File: src/rtl/evq_pkg.sv
package evq_pkg;
  localparam int unsigned EVQ_WORD_W   = 32;
  localparam int unsigned EVQ_IDX_W    = 22;
  localparam int unsigned EVQ_HI_W     = 28;
  localparam int unsigned EVQ_ADDR_W   = EVQ_HI_W + EVQ_WORD_W;
  localparam int unsigned EVQ_DATA_W   = EVQ_WORD_W - 1;
  localparam int unsigned EVQ_QSZ_BIAS = 10;
  localparam logic [7:0]  EVQ_PRIO_OFF = 8'hFF;

  typedef enum logic [2:0] {
    ST_IDLE = 3'd0,
    ST_SRC  = 3'd1,
    ST_DESC = 3'd2,
    ST_REQ  = 3'd3,
    ST_RSP  = 3'd4
  } evq_state_e;

  typedef enum logic [2:0] {
    EVQ_ERR_NONE      = 3'd0,
    EVQ_ERR_BAD_SRC   = 3'd1,
    EVQ_ERR_BAD_QUEUE = 3'd2,
    EVQ_ERR_QUEUE_OFF = 3'd3,
    EVQ_ERR_WRITE     = 3'd4
  } evq_err_e;

  typedef struct packed {
    logic                  valid;
    logic                  masked;
    logic [7:0]            qsel;
    logic [EVQ_DATA_W-1:0] data;
  } evq_src_t;

  typedef struct packed {
    logic                  enq;
    logic [3:0]            qsize;
    logic                  gen;
    logic [EVQ_IDX_W-1:0]  idx;
    logic [EVQ_HI_W-1:0]   base_hi;
    logic [EVQ_WORD_W-1:0] base_lo;
    logic [7:0]            prio;
  } evq_desc_t;
endpackage

File: src/rtl/evq_src_table.sv
module evq_src_table
  import evq_pkg::*;
#(
  parameter int unsigned N_SRC = 8,
  parameter int unsigned ROW_W = 3,
  parameter int unsigned SRC_W = $clog2(N_SRC)
) (
  input  logic             clk,
  input  logic             rst_n,
  input  logic             wr_en,
  input  logic [ROW_W-1:0] wr_row,
  input  logic [2:0]       wr_word,
  input  logic [31:0]      wr_data,
  input  logic [ROW_W-1:0] rd_row,
  input  logic [2:0]       rd_word,
  output logic [31:0]      rd_data,
  input  logic [SRC_W-1:0] lk_row,
  output evq_src_t         lk_ent
);
  evq_src_t ents [N_SRC];

  for (genvar r = 0; r < N_SRC; r++) begin : g_row
    evq_src_t ent_q;
    logic     we_ctl;
    logic     we_dat;
    assign we_ctl = wr_en && (wr_row == ROW_W'(r)) && (wr_word == 3'd0);
    assign we_dat = wr_en && (wr_row == ROW_W'(r)) && (wr_word == 3'd1);

    always_ff @(posedge clk or negedge rst_n) begin
      if (!rst_n) begin
        ent_q <= '0;
      end else begin
        if (we_ctl) begin
          ent_q.valid  <= wr_data[0];
          ent_q.masked <= wr_data[1];
          ent_q.qsel   <= wr_data[15:8];
        end
        if (we_dat) begin
          ent_q.data <= wr_data[EVQ_DATA_W-1:0];
        end
      end
    end
    assign ents[r] = ent_q;
  end

  always_comb begin
    rd_data = '0;
    if (32'(rd_row) < N_SRC) begin
      case (rd_word)
        3'd0:    rd_data = {16'b0, ents[rd_row[SRC_W-1:0]].qsel, 6'b0,
                            ents[rd_row[SRC_W-1:0]].masked, ents[rd_row[SRC_W-1:0]].valid};
        3'd1:    rd_data = {1'b0, ents[rd_row[SRC_W-1:0]].data};
        default: rd_data = '0;
      endcase
    end
  end

  assign lk_ent = ents[lk_row];
endmodule

File: src/rtl/evq_desc_table.sv
module evq_desc_table
  import evq_pkg::*;
#(
  parameter int unsigned N_Q   = 4,
  parameter int unsigned ROW_W = 3,
  parameter int unsigned Q_W   = $clog2(N_Q)
) (
  input  logic                 clk,
  input  logic                 rst_n,
  input  logic                 wr_en,
  input  logic [ROW_W-1:0]     wr_row,
  input  logic [2:0]           wr_word,
  input  logic [31:0]          wr_data,
  input  logic [ROW_W-1:0]     rd_row,
  input  logic [2:0]           rd_word,
  output logic [31:0]          rd_data,
  input  logic [Q_W-1:0]       lk_q,
  output evq_desc_t            lk_desc,
  input  logic                 upd_en,
  input  logic [Q_W-1:0]       upd_q,
  input  logic [EVQ_IDX_W-1:0] upd_idx,
  input  logic                 upd_gen
);
  evq_desc_t descs [N_Q];

  for (genvar r = 0; r < N_Q; r++) begin : g_row
    evq_desc_t d_q;
    logic      hit;
    logic      we_w0, we_w1, we_w2, we_w3, we_w4, up_here;
    assign hit     = wr_en && (wr_row == ROW_W'(r));
    assign we_w0   = hit && (wr_word == 3'd0);
    assign we_w1   = hit && (wr_word == 3'd1);
    assign we_w2   = hit && (wr_word == 3'd2);
    assign we_w3   = hit && (wr_word == 3'd3);
    assign we_w4   = hit && (wr_word == 3'd4);
    assign up_here = upd_en && (upd_q == Q_W'(r));

    always_ff @(posedge clk or negedge rst_n) begin
      if (!rst_n) begin
        d_q <= '0;
      end else begin
        if (we_w0) begin
          d_q.enq   <= wr_data[0];
          d_q.qsize <= wr_data[7:4];
        end
        if (up_here) begin
          d_q.idx <= upd_idx;
          d_q.gen <= upd_gen;
        end else if (we_w1) begin
          d_q.idx <= wr_data[EVQ_IDX_W-1:0];
          d_q.gen <= wr_data[31];
        end
        if (we_w2) d_q.base_hi <= wr_data[EVQ_HI_W-1:0];
        if (we_w3) d_q.base_lo <= wr_data;
        if (we_w4) d_q.prio    <= wr_data[7:0];
      end
    end
    assign descs[r] = d_q;
  end

  always_comb begin
    rd_data = '0;
    if (32'(rd_row) < N_Q) begin
      case (rd_word)
        3'd0:    rd_data = {24'b0, descs[rd_row[Q_W-1:0]].qsize, 3'b0, descs[rd_row[Q_W-1:0]].enq};
        3'd1:    rd_data = {descs[rd_row[Q_W-1:0]].gen, (31-EVQ_IDX_W)'(0), descs[rd_row[Q_W-1:0]].idx};
        3'd2:    rd_data = {(32-EVQ_HI_W)'(0), descs[rd_row[Q_W-1:0]].base_hi};
        3'd3:    rd_data = descs[rd_row[Q_W-1:0]].base_lo;
        3'd4:    rd_data = {24'b0, descs[rd_row[Q_W-1:0]].prio};
        default: rd_data = '0;
      endcase
    end
  end

  assign lk_desc = descs[lk_q];

  // an update stores the engine's index and flips generation only on a zero index
  a_r9_index_stored: assert property (@(posedge clk) disable iff (!rst_n)
    upd_en |=> descs[$past(upd_q)].idx == $past(upd_idx));
  a_r9_gen_on_wrap: assert property (@(posedge clk) disable iff (!rst_n)
    upd_en |=> descs[$past(upd_q)].gen ==
               ($past(descs[upd_q].gen) ^ ($past(upd_idx) == '0)));
endmodule

File: src/rtl/evq_engine.sv
module evq_engine
  import evq_pkg::*;
#(
  parameter int unsigned N_SRC = 8,
  parameter int unsigned N_Q   = 4,
  parameter int unsigned SRC_W = $clog2(N_SRC),
  parameter int unsigned Q_W   = $clog2(N_Q)
) (
  input  logic                  clk,
  input  logic                  rst_n,
  input  logic                  trig_valid,
  input  logic [SRC_W-1:0]      trig_src,
  output logic                  trig_ready,
  output logic [SRC_W-1:0]      lk_src,
  input  evq_src_t              src_ent,
  output logic [Q_W-1:0]        lk_q,
  input  evq_desc_t             desc,
  output logic                  mem_req_valid,
  input  logic                  mem_req_ready,
  output logic [EVQ_ADDR_W-1:0] mem_addr,
  output logic [31:0]           mem_wdata,
  input  logic                  mem_rsp_valid,
  input  logic                  mem_rsp_err,
  output logic                  upd_en,
  output logic [Q_W-1:0]        upd_q,
  output logic [EVQ_IDX_W-1:0]  upd_idx,
  output logic                  upd_gen,
  output logic                  err_valid,
  output logic [2:0]            err_code
);
  evq_state_e             state_q, state_d;
  logic [SRC_W-1:0]       src_q;
  logic [Q_W-1:0]         q_q;
  logic [EVQ_DATA_W-1:0]  data_q;
  logic [EVQ_ADDR_W-1:0]  addr_q, addr_d;
  logic [31:0]            word_q, word_d;
  logic [EVQ_IDX_W-1:0]   nidx_q, nidx_d, idx_mask, idx_inc;
  logic                   ngen_q, ngen_d;
  logic                   errv_q;
  evq_err_e               errc_q, err_d;
  logic                   err_set;
  logic                   ld_src, ld_ent, ld_wr;
  logic [EVQ_IDX_W:0]     span;

  // Entry arithmetic from the looked-up descriptor
  always_comb begin
    span     = (EVQ_IDX_W+1)'(1) << ({1'b0, desc.qsize} + 5'(EVQ_QSZ_BIAS));
    idx_mask = EVQ_IDX_W'(span - (EVQ_IDX_W+1)'(1));
    idx_inc  = desc.idx + EVQ_IDX_W'(1);
    nidx_d   = idx_inc & idx_mask;
    ngen_d   = desc.gen ^ (nidx_d == '0);
    addr_d   = {desc.base_hi, desc.base_lo} + EVQ_ADDR_W'({desc.idx, 2'b00});
    word_d   = {desc.gen, data_q};
  end

  // Next-state logic
  always_comb begin
    state_d = state_q;
    err_set = 1'b0;
    err_d   = EVQ_ERR_NONE;
    ld_src  = 1'b0;
    ld_ent  = 1'b0;
    ld_wr   = 1'b0;
    upd_en  = 1'b0;
    case (state_q)
      ST_IDLE: begin
        if (trig_valid) begin
          ld_src  = 1'b1;
          state_d = ST_SRC;
        end
      end
      ST_SRC: begin
        if (!src_ent.valid) begin
          err_set = 1'b1;
          err_d   = EVQ_ERR_BAD_SRC;
          state_d = ST_IDLE;
        end else if (src_ent.masked) begin
          state_d = ST_IDLE;
        end else if (32'(src_ent.qsel) >= N_Q) begin
          err_set = 1'b1;
          err_d   = EVQ_ERR_BAD_QUEUE;
          state_d = ST_IDLE;
        end else begin
          ld_ent  = 1'b1;
          state_d = ST_DESC;
        end
      end
      ST_DESC: begin
        if (desc.prio == EVQ_PRIO_OFF) begin
          err_set = 1'b1;
          err_d   = EVQ_ERR_QUEUE_OFF;
          state_d = ST_IDLE;
        end else if (!desc.enq) begin
          state_d = ST_IDLE;
        end else begin
          ld_wr   = 1'b1;
          state_d = ST_REQ;
        end
      end
      ST_REQ: begin
        if (mem_req_ready) state_d = ST_RSP;
      end
      ST_RSP: begin
        if (mem_rsp_valid) begin
          if (mem_rsp_err) begin
            err_set = 1'b1;
            err_d   = EVQ_ERR_WRITE;
          end else begin
            upd_en = 1'b1;
          end
          state_d = ST_IDLE;
        end
      end
      default: state_d = ST_IDLE;
    endcase
  end

  // Registers
  always_ff @(posedge clk or negedge rst_n) begin
    if (!rst_n) begin
      state_q <= ST_IDLE;
      src_q   <= '0;
      q_q     <= '0;
      data_q  <= '0;
      addr_q  <= '0;
      word_q  <= '0;
      nidx_q  <= '0;
      ngen_q  <= 1'b0;
      errv_q  <= 1'b0;
      errc_q  <= EVQ_ERR_NONE;
    end else begin
      state_q <= state_d;
      errv_q  <= err_set;
      if (err_set) errc_q <= err_d;
      if (ld_src)  src_q  <= trig_src;
      if (ld_ent) begin
        q_q    <= src_ent.qsel[Q_W-1:0];
        data_q <= src_ent.data;
      end
      if (ld_wr) begin
        addr_q <= addr_d;
        word_q <= word_d;
        nidx_q <= nidx_d;
        ngen_q <= ngen_d;
      end
    end
  end

  assign trig_ready    = (state_q == ST_IDLE);
  assign mem_req_valid = (state_q == ST_REQ);
  assign mem_addr      = addr_q;
  assign mem_wdata     = {word_q[7:0], word_q[15:8], word_q[23:16], word_q[31:24]};
  assign lk_src        = src_q;
  assign lk_q          = q_q;
  assign upd_q         = q_q;
  assign upd_idx       = nidx_q;
  assign upd_gen       = ngen_q;
  assign err_valid     = errv_q;
  assign err_code      = errc_q;

  // a pending request and its payload hold until accepted
  a_r11_req_hold: assert property (@(posedge clk) disable iff (!rst_n)
    (mem_req_valid && !mem_req_ready) |=>
      (mem_req_valid && $stable(mem_addr) && $stable(mem_wdata)));
  // no new trigger is taken while a request is outstanding
  a_r11_busy_while_req: assert property (@(posedge clk) disable iff (!rst_n)
    mem_req_valid |-> !trig_ready);
  // a switched-off queue never produces a request
  a_r5_off_no_req: assert property (@(posedge clk) disable iff (!rst_n)
    (state_q == ST_DESC && desc.prio == EVQ_PRIO_OFF) |=> !mem_req_valid);
  // a failed response is reported and does not update the descriptor
  a_r10_fail_report: assert property (@(posedge clk) disable iff (!rst_n)
    (state_q == ST_RSP && mem_rsp_valid && mem_rsp_err) |->
      (!upd_en ##1 (err_valid && err_code == 3'd4)));
  // an error pulse never coincides with a request
  a_r2_err_no_req: assert property (@(posedge clk) disable iff (!rst_n)
    $onehot0({err_valid, mem_req_valid}));
endmodule

File: src/rtl/evq_writer.sv
module evq_writer
  import evq_pkg::*;
#(
  parameter int unsigned N_SRC = 8,
  parameter int unsigned N_Q   = 4,
  parameter int unsigned SRC_W = $clog2(N_SRC),
  parameter int unsigned Q_W   = $clog2(N_Q),
  parameter int unsigned ROW_W = (SRC_W > Q_W) ? SRC_W : Q_W
) (
  input  logic                  clk,
  input  logic                  rst_n,
  input  logic                  trig_valid,
  input  logic [SRC_W-1:0]      trig_src,
  output logic                  trig_ready,
  input  logic                  cfg_wr,
  input  logic                  cfg_tbl,
  input  logic [ROW_W-1:0]      cfg_row,
  input  logic [2:0]            cfg_word,
  input  logic [31:0]           cfg_wdata,
  output logic [31:0]           cfg_rdata,
  output logic                  mem_req_valid,
  input  logic                  mem_req_ready,
  output logic [EVQ_ADDR_W-1:0] mem_addr,
  output logic [31:0]           mem_wdata,
  input  logic                  mem_rsp_valid,
  input  logic                  mem_rsp_err,
  output logic                  err_valid,
  output logic [2:0]            err_code
);
  logic [SRC_W-1:0]     lk_src;
  evq_src_t             src_ent;
  logic [Q_W-1:0]       lk_q;
  evq_desc_t            desc;
  logic                 upd_en;
  logic [Q_W-1:0]       upd_q;
  logic [EVQ_IDX_W-1:0] upd_idx;
  logic                 upd_gen;
  logic [31:0]          src_rdata, desc_rdata;

  evq_src_table #(.N_SRC(N_SRC), .ROW_W(ROW_W), .SRC_W(SRC_W)) u_src (
    .clk     (clk),
    .rst_n   (rst_n),
    .wr_en   (cfg_wr && !cfg_tbl),
    .wr_row  (cfg_row),
    .wr_word (cfg_word),
    .wr_data (cfg_wdata),
    .rd_row  (cfg_row),
    .rd_word (cfg_word),
    .rd_data (src_rdata),
    .lk_row  (lk_src),
    .lk_ent  (src_ent)
  );

  evq_desc_table #(.N_Q(N_Q), .ROW_W(ROW_W), .Q_W(Q_W)) u_desc (
    .clk     (clk),
    .rst_n   (rst_n),
    .wr_en   (cfg_wr && cfg_tbl),
    .wr_row  (cfg_row),
    .wr_word (cfg_word),
    .wr_data (cfg_wdata),
    .rd_row  (cfg_row),
    .rd_word (cfg_word),
    .rd_data (desc_rdata),
    .lk_q    (lk_q),
    .lk_desc (desc),
    .upd_en  (upd_en),
    .upd_q   (upd_q),
    .upd_idx (upd_idx),
    .upd_gen (upd_gen)
  );

  evq_engine #(.N_SRC(N_SRC), .N_Q(N_Q), .SRC_W(SRC_W), .Q_W(Q_W)) u_eng (
    .clk           (clk),
    .rst_n         (rst_n),
    .trig_valid    (trig_valid),
    .trig_src      (trig_src),
    .trig_ready    (trig_ready),
    .lk_src        (lk_src),
    .src_ent       (src_ent),
    .lk_q          (lk_q),
    .desc          (desc),
    .mem_req_valid (mem_req_valid),
    .mem_req_ready (mem_req_ready),
    .mem_addr      (mem_addr),
    .mem_wdata     (mem_wdata),
    .mem_rsp_valid (mem_rsp_valid),
    .mem_rsp_err   (mem_rsp_err),
    .upd_en        (upd_en),
    .upd_q         (upd_q),
    .upd_idx       (upd_idx),
    .upd_gen       (upd_gen),
    .err_valid     (err_valid),
    .err_code      (err_code)
  );

  assign cfg_rdata = cfg_tbl ? desc_rdata : src_rdata;
endmodule

File: config.mk
export PLATFORM = sky130hd
export DESIGN_NAME = evq_writer
export DESIGN_NICKNAME = d
export VERILOG_FILES = /design/src/rtl/evq_pkg.sv /design/src/rtl/evq_src_table.sv /design/src/rtl/evq_desc_table.sv /design/src/rtl/evq_engine.sv /design/src/rtl/evq_writer.sv
export SDC_FILE = /design/constraint.sdc
export NUM_CORES = 2
export LEC_CHECK = 0
export ABC_AREA = 1
export BUFFER_PORTS_ARGS = -buffer_cell sky130_fd_sc_hd__buf_4
export CORE_MARGIN = 2
export CORE_UTILIZATION = 65
export CTS_BUF_LIST = sky130_fd_sc_hd__clkbuf_2 sky130_fd_sc_hd__clkbuf_4 sky130_fd_sc_hd__clkbuf_8
export CTS_CLUSTER_DIAMETER = 100
export CTS_CLUSTER_SIZE = 24
export DETAILED_ROUTE_END_ITERATION = 10
export PLACE_DENSITY = 0.81
export SLEW_MARGIN = 30
export SYNTH_ARGS = -nofsm -noshare
export SYNTH_HDL_FRONTEND = slang
export SYNTH_SLANG_ARGS = --single-unit
File: constraint.sdc
create_clock -name clk -period 4.4 [get_ports clk]
set_input_delay 0.22 -clock clk [delete_from_list [all_inputs] [get_ports clk]]
set_output_delay 0.22 -clock clk [all_outputs]
set_load 0.02 [all_outputs]
==> out/metrics.yaml <==
run_status:
  status: "finished, final reports clean"
global_routing:
  grt_pass1_wl_mm: 249
  grt_usage: 0.463
  first_global_vias: 40000
  grt-ovfl-total: 0
  grt_max_degree: 114
  antenna_found_initial: 6
clocking:
  clock_sinks: 870
  cts_root_buf: "clkbuf_8"
  cts_tree: "yes"
  post_cts.repair.setup_buffers: 0
  clkSlewWorstSetupHoldPaths_ps: 150
  h-tree-depth: 2
  clock_latency_ps: 740
  numCtsBuffers: 42
  clockBufferDepth: 3
layout:
  final_util: 0.705
  finalNonFillerCells: 6604
  fillers: 5676
  multiInputGateArea_um2: 20200
  stdcell_area_um2: 48400
  nets: 5741
  area_delta_synth_final_pct: 7.47
  seq_area_um2: 21800
  drive_above_1_share: 0.0857
logic_synthesis:
  synth_cell_types: 60
  synth_common_cells: "1437 x nand2_1, 1094 x o21ai_0, 870 x dfrtp_1"
  synthSimpleGateAreaFrac: 0.184
  synthCells: 5680
  synth_top_area_cell: "dfrtp_1"
  synth_top_family_by_area: "compound AO/OA/AOI/OAI gates"
  syn-num-nets: 5755
  synth_edf_count: 0
  synth-async-reset-ratio: 1.00
  synth_compound_area_frac: 0.243
  synth_fa_ha_area_frac: 0.00739
  synth_top_flop_cell: "dfrtp_1"
  synthMostInstantiatedCell: "nand2_1"
  synthXorXnorAreaFrac: 0.00992
  synth_top_area_frac: 0.484
  synth_mux_area_frac: 0
  synth-seq-cells: 870
  ys_seq_area_frac: 0.484
  synthTopCellsByArea: "dfrtp_1 48%, o21ai_0 12%, nand2_1 12%"
  synth_area_um2: 45000
  post_synth.cell_area_avg_um2: 7.93
  yosysWarningCount: 0
sta:
  slew_headroom: 0.280
  rsz0062_at_grt: "no"
  hold_viol: 0
  skew_ps: 25.3
  fin_crit_ps: 4240
  fmax_mhz: 236
  timing.hold.ws_ps: 43.3
  drv_slew: 0
  tns_ps: 0
  setup_viol: 0
  post-route-period-util: 0.965
  worst_pin_slew_ps: 1070
routing:
  wl_met1_mm: 61.9
  top_layer: "met5"
  ant_nets: 0
  dr.pass1.iters: 7
  drtIter0Drc: 7347
  wl_met3_mm: 26.2
  drc_errors: 0
  wl_mm: 167
  viasPerCell: 6.68
  route.met2.wl_mm: 68.6
  avgRoutedWirePerCell_um: 25.2
  vias: 44100
critical_path:
  start_kind: "register"
  reg2reg_slack_ps: 160
  worst_setup_path_end_kind: "register"
  reg2reg_depth: 13
  required_ps: 5040
  cp_data_arrival_time_ps: 4880
  cp_max_fo: 39
  crit_type: "reg2reg"
  crit-reg2reg-launch: "u_eng.lk_q[0]$_DFFE_PN0P_"
  r2r-end: "u_eng.state_q[0]$_DFFE_PN0P_"
floorplan:
  design.die.area_um2: 71400
  die_w_um: 267
  die_y_um: 267
  io_pins: 179
  initial_core_util: 0.656
  num_rows: 96
  coreArea_um2: 68600
place:
  placed_area_um2: 47200
  post-dp-hpwl_mm: 113
  dp_cells: 6510
  place_congestion: 1.12
  port_buffers: 178
min_path:
  hold_path_depth: 3
  min_from: "cfg_wdata[22]"
  worst_hold_path.endpoint: "u_src.ents[145]$_DFFE_PN0P_"
  hold_path.class: "in2reg"
pwr:
  peakVddDrop_uv: 406
  seq_power_share: 0.442
  powerDensity_nw_per_um2: 470
  p_comb_frac: 0.404
  switching_share: 0.433
  leakage_nw: 21.8
  power_frac_clock: 0.153
  intPower_mw: 12.9
  switchingPower_mw: 9.85
flow_run:
  drv_cap: 0
-- layout by cell type (no fill, tap or decap), types with 19 or more instances in the layout --
cell type | synthesis | layout
o211ai_1 | 21 | 21
nand2_1 | 1437 | 1421
o22ai_1 | 117 | 117
xor2_1 | 31 | 31
xnor2_1 | 20 | 20
ha_1 | 25 | 24
inv_1 | 372 | 363
a21oi_1 | 97 | 96
nor2_1 | 307 | 303
clkbuf_8 | 0 | 42
dfrtp_1 | 870 | 866
dlygate4sd3_1 | 0 | 40
a221oi_1 | 25 | 24
nor3_1 | 33 | 30
nand4_1 | 42 | 42
buf_4 | 10 | 312
nand3_1 | 190 | 189
a22o_1 | 31 | 31
a22oi_1 | 228 | 228
o21ai_1 | 31 | 23
o221ai_1 | 123 | 123
inv_2 | 22 | 25
a32o_1 | 19 | 19
o21ai_0 | 1094 | 1094
-- power by group through the flow --
stage	clock, mW	combinational (mW)	sequential, mW
after CTS	3.49	8.79	9.96
after floorplan	0	5.48	9.89
final	3.48	9.20	10.1
after detailed placement	0	8.68	10.1
after global routing	3.75	9.84	10.1
after global placement	0	8.54	10.1
-- state kept, by name, summed over array words and instances, names as in the netlist, 3 cells and up --
signal / count
u_eng.data_q: 31
u_eng.upd_idx: 22
u_eng.state_q: 3
u_eng.lk_src: 3
u_desc.descs: 384
u_eng.word_q: 32
u_eng.mem_addr: 60
u_src.ents: 328
u_eng.err_code: 3
-- cells by family after synthesis --
family | Yosys count
AO/OA/AOI/OAI | 1846
XOR/XNOR | 51
adder cells (fa/ha/maj) | 26
buffers and inverters | 828
flip-flops | 870
AND/OR/NAND/NOR | 2059
-- critical path, cell delays in order (launching register included) --
cell and delay, ps:
dfrtp_2 490, buf_4 230, nor2_4 310, buf_4 480, a22o_1 210, a221oi_1 50, nor3_1 150, nand4_1 420
nand2_4 640, inv_2 70, buf_4 270, nor2_1 130, o21ai_0 80, dlygate4sd3_1 570
-- worst max-delay path by stage --
| stage | startpoint | endpoint | slack (ps) |
|---|---|---|---|
| 6_report | u_eng.lk_q[0]$_DFFE_PN0P_ | u_eng.state_q[0]$_DFFE_PN0P_ | 160 |
| 5_1_grt | u_eng.lk_q[0]$_DFFE_PN0P_ | u_eng.state_q[0]$_DFFE_PN0P_ | 10 |
| 4_1_cts | u_eng.lk_q[1]$_DFFE_PN0P_ | u_eng.mem_addr[56]$_DFFE_PN0P_ | 100 |
| 3_5_place_dp | u_eng.lk_q[1]$_DFFE_PN0P_ | u_eng.mem_addr[56]$_DFFE_PN0P_ | -30 |
| 3_3_place_gp | u_eng.lk_q[1]$_DFFE_PN0P_ | u_eng.mem_addr[56]$_DFFE_PN0P_ | 70 |
| 2_1_floorplan | u_eng.lk_q[0]$_DFFE_PN0P_ | u_eng.mem_addr[52]$_DFFE_PN0P_ | 600 |
-- repair_timing --
action | in CTS | in global routing
pin swaps | 0 | 2
hold endpoints to repair | 212 | 16
gates resized for setup | 1 | 6
setup endpoints to repair | 4 | 14
hold buffers | 39 | 1
-- routing by layer --
metal / track usage / vias to the layer above
li1: - / 19300
met5: 0 / -
met3: 0.166 / 619
met2: 0.652 / 3361
met1: 0.637 / 20800
met4: 0.221 / 6
-- per-stage QoR --
| step | worst slack (ps) | total power [mW] |
|---|---|---|
| floorplan | 598 | 15.4 |
| global placement | 69.8 | 18.6 |
| detailed placement | -29.9 | 18.8 |
| CTS | 98.8 | 22.2 |
| global route | 11.5 | 23.7 |
| finish | 156 | 22.7 |
-- cell type report --
cell class                 count  area share
clock buffer                  44      0.0123
timing repair buffer         369      0.0637
tap                          931      0.0241
clock inverter                 6     0.00145
multi-input combinational   3982       0.417
antenna                        1   0.0000517
inverter                     401      0.0313
sequential                   870       0.450
No activity file was read; power rests on OpenSTA's default activity.
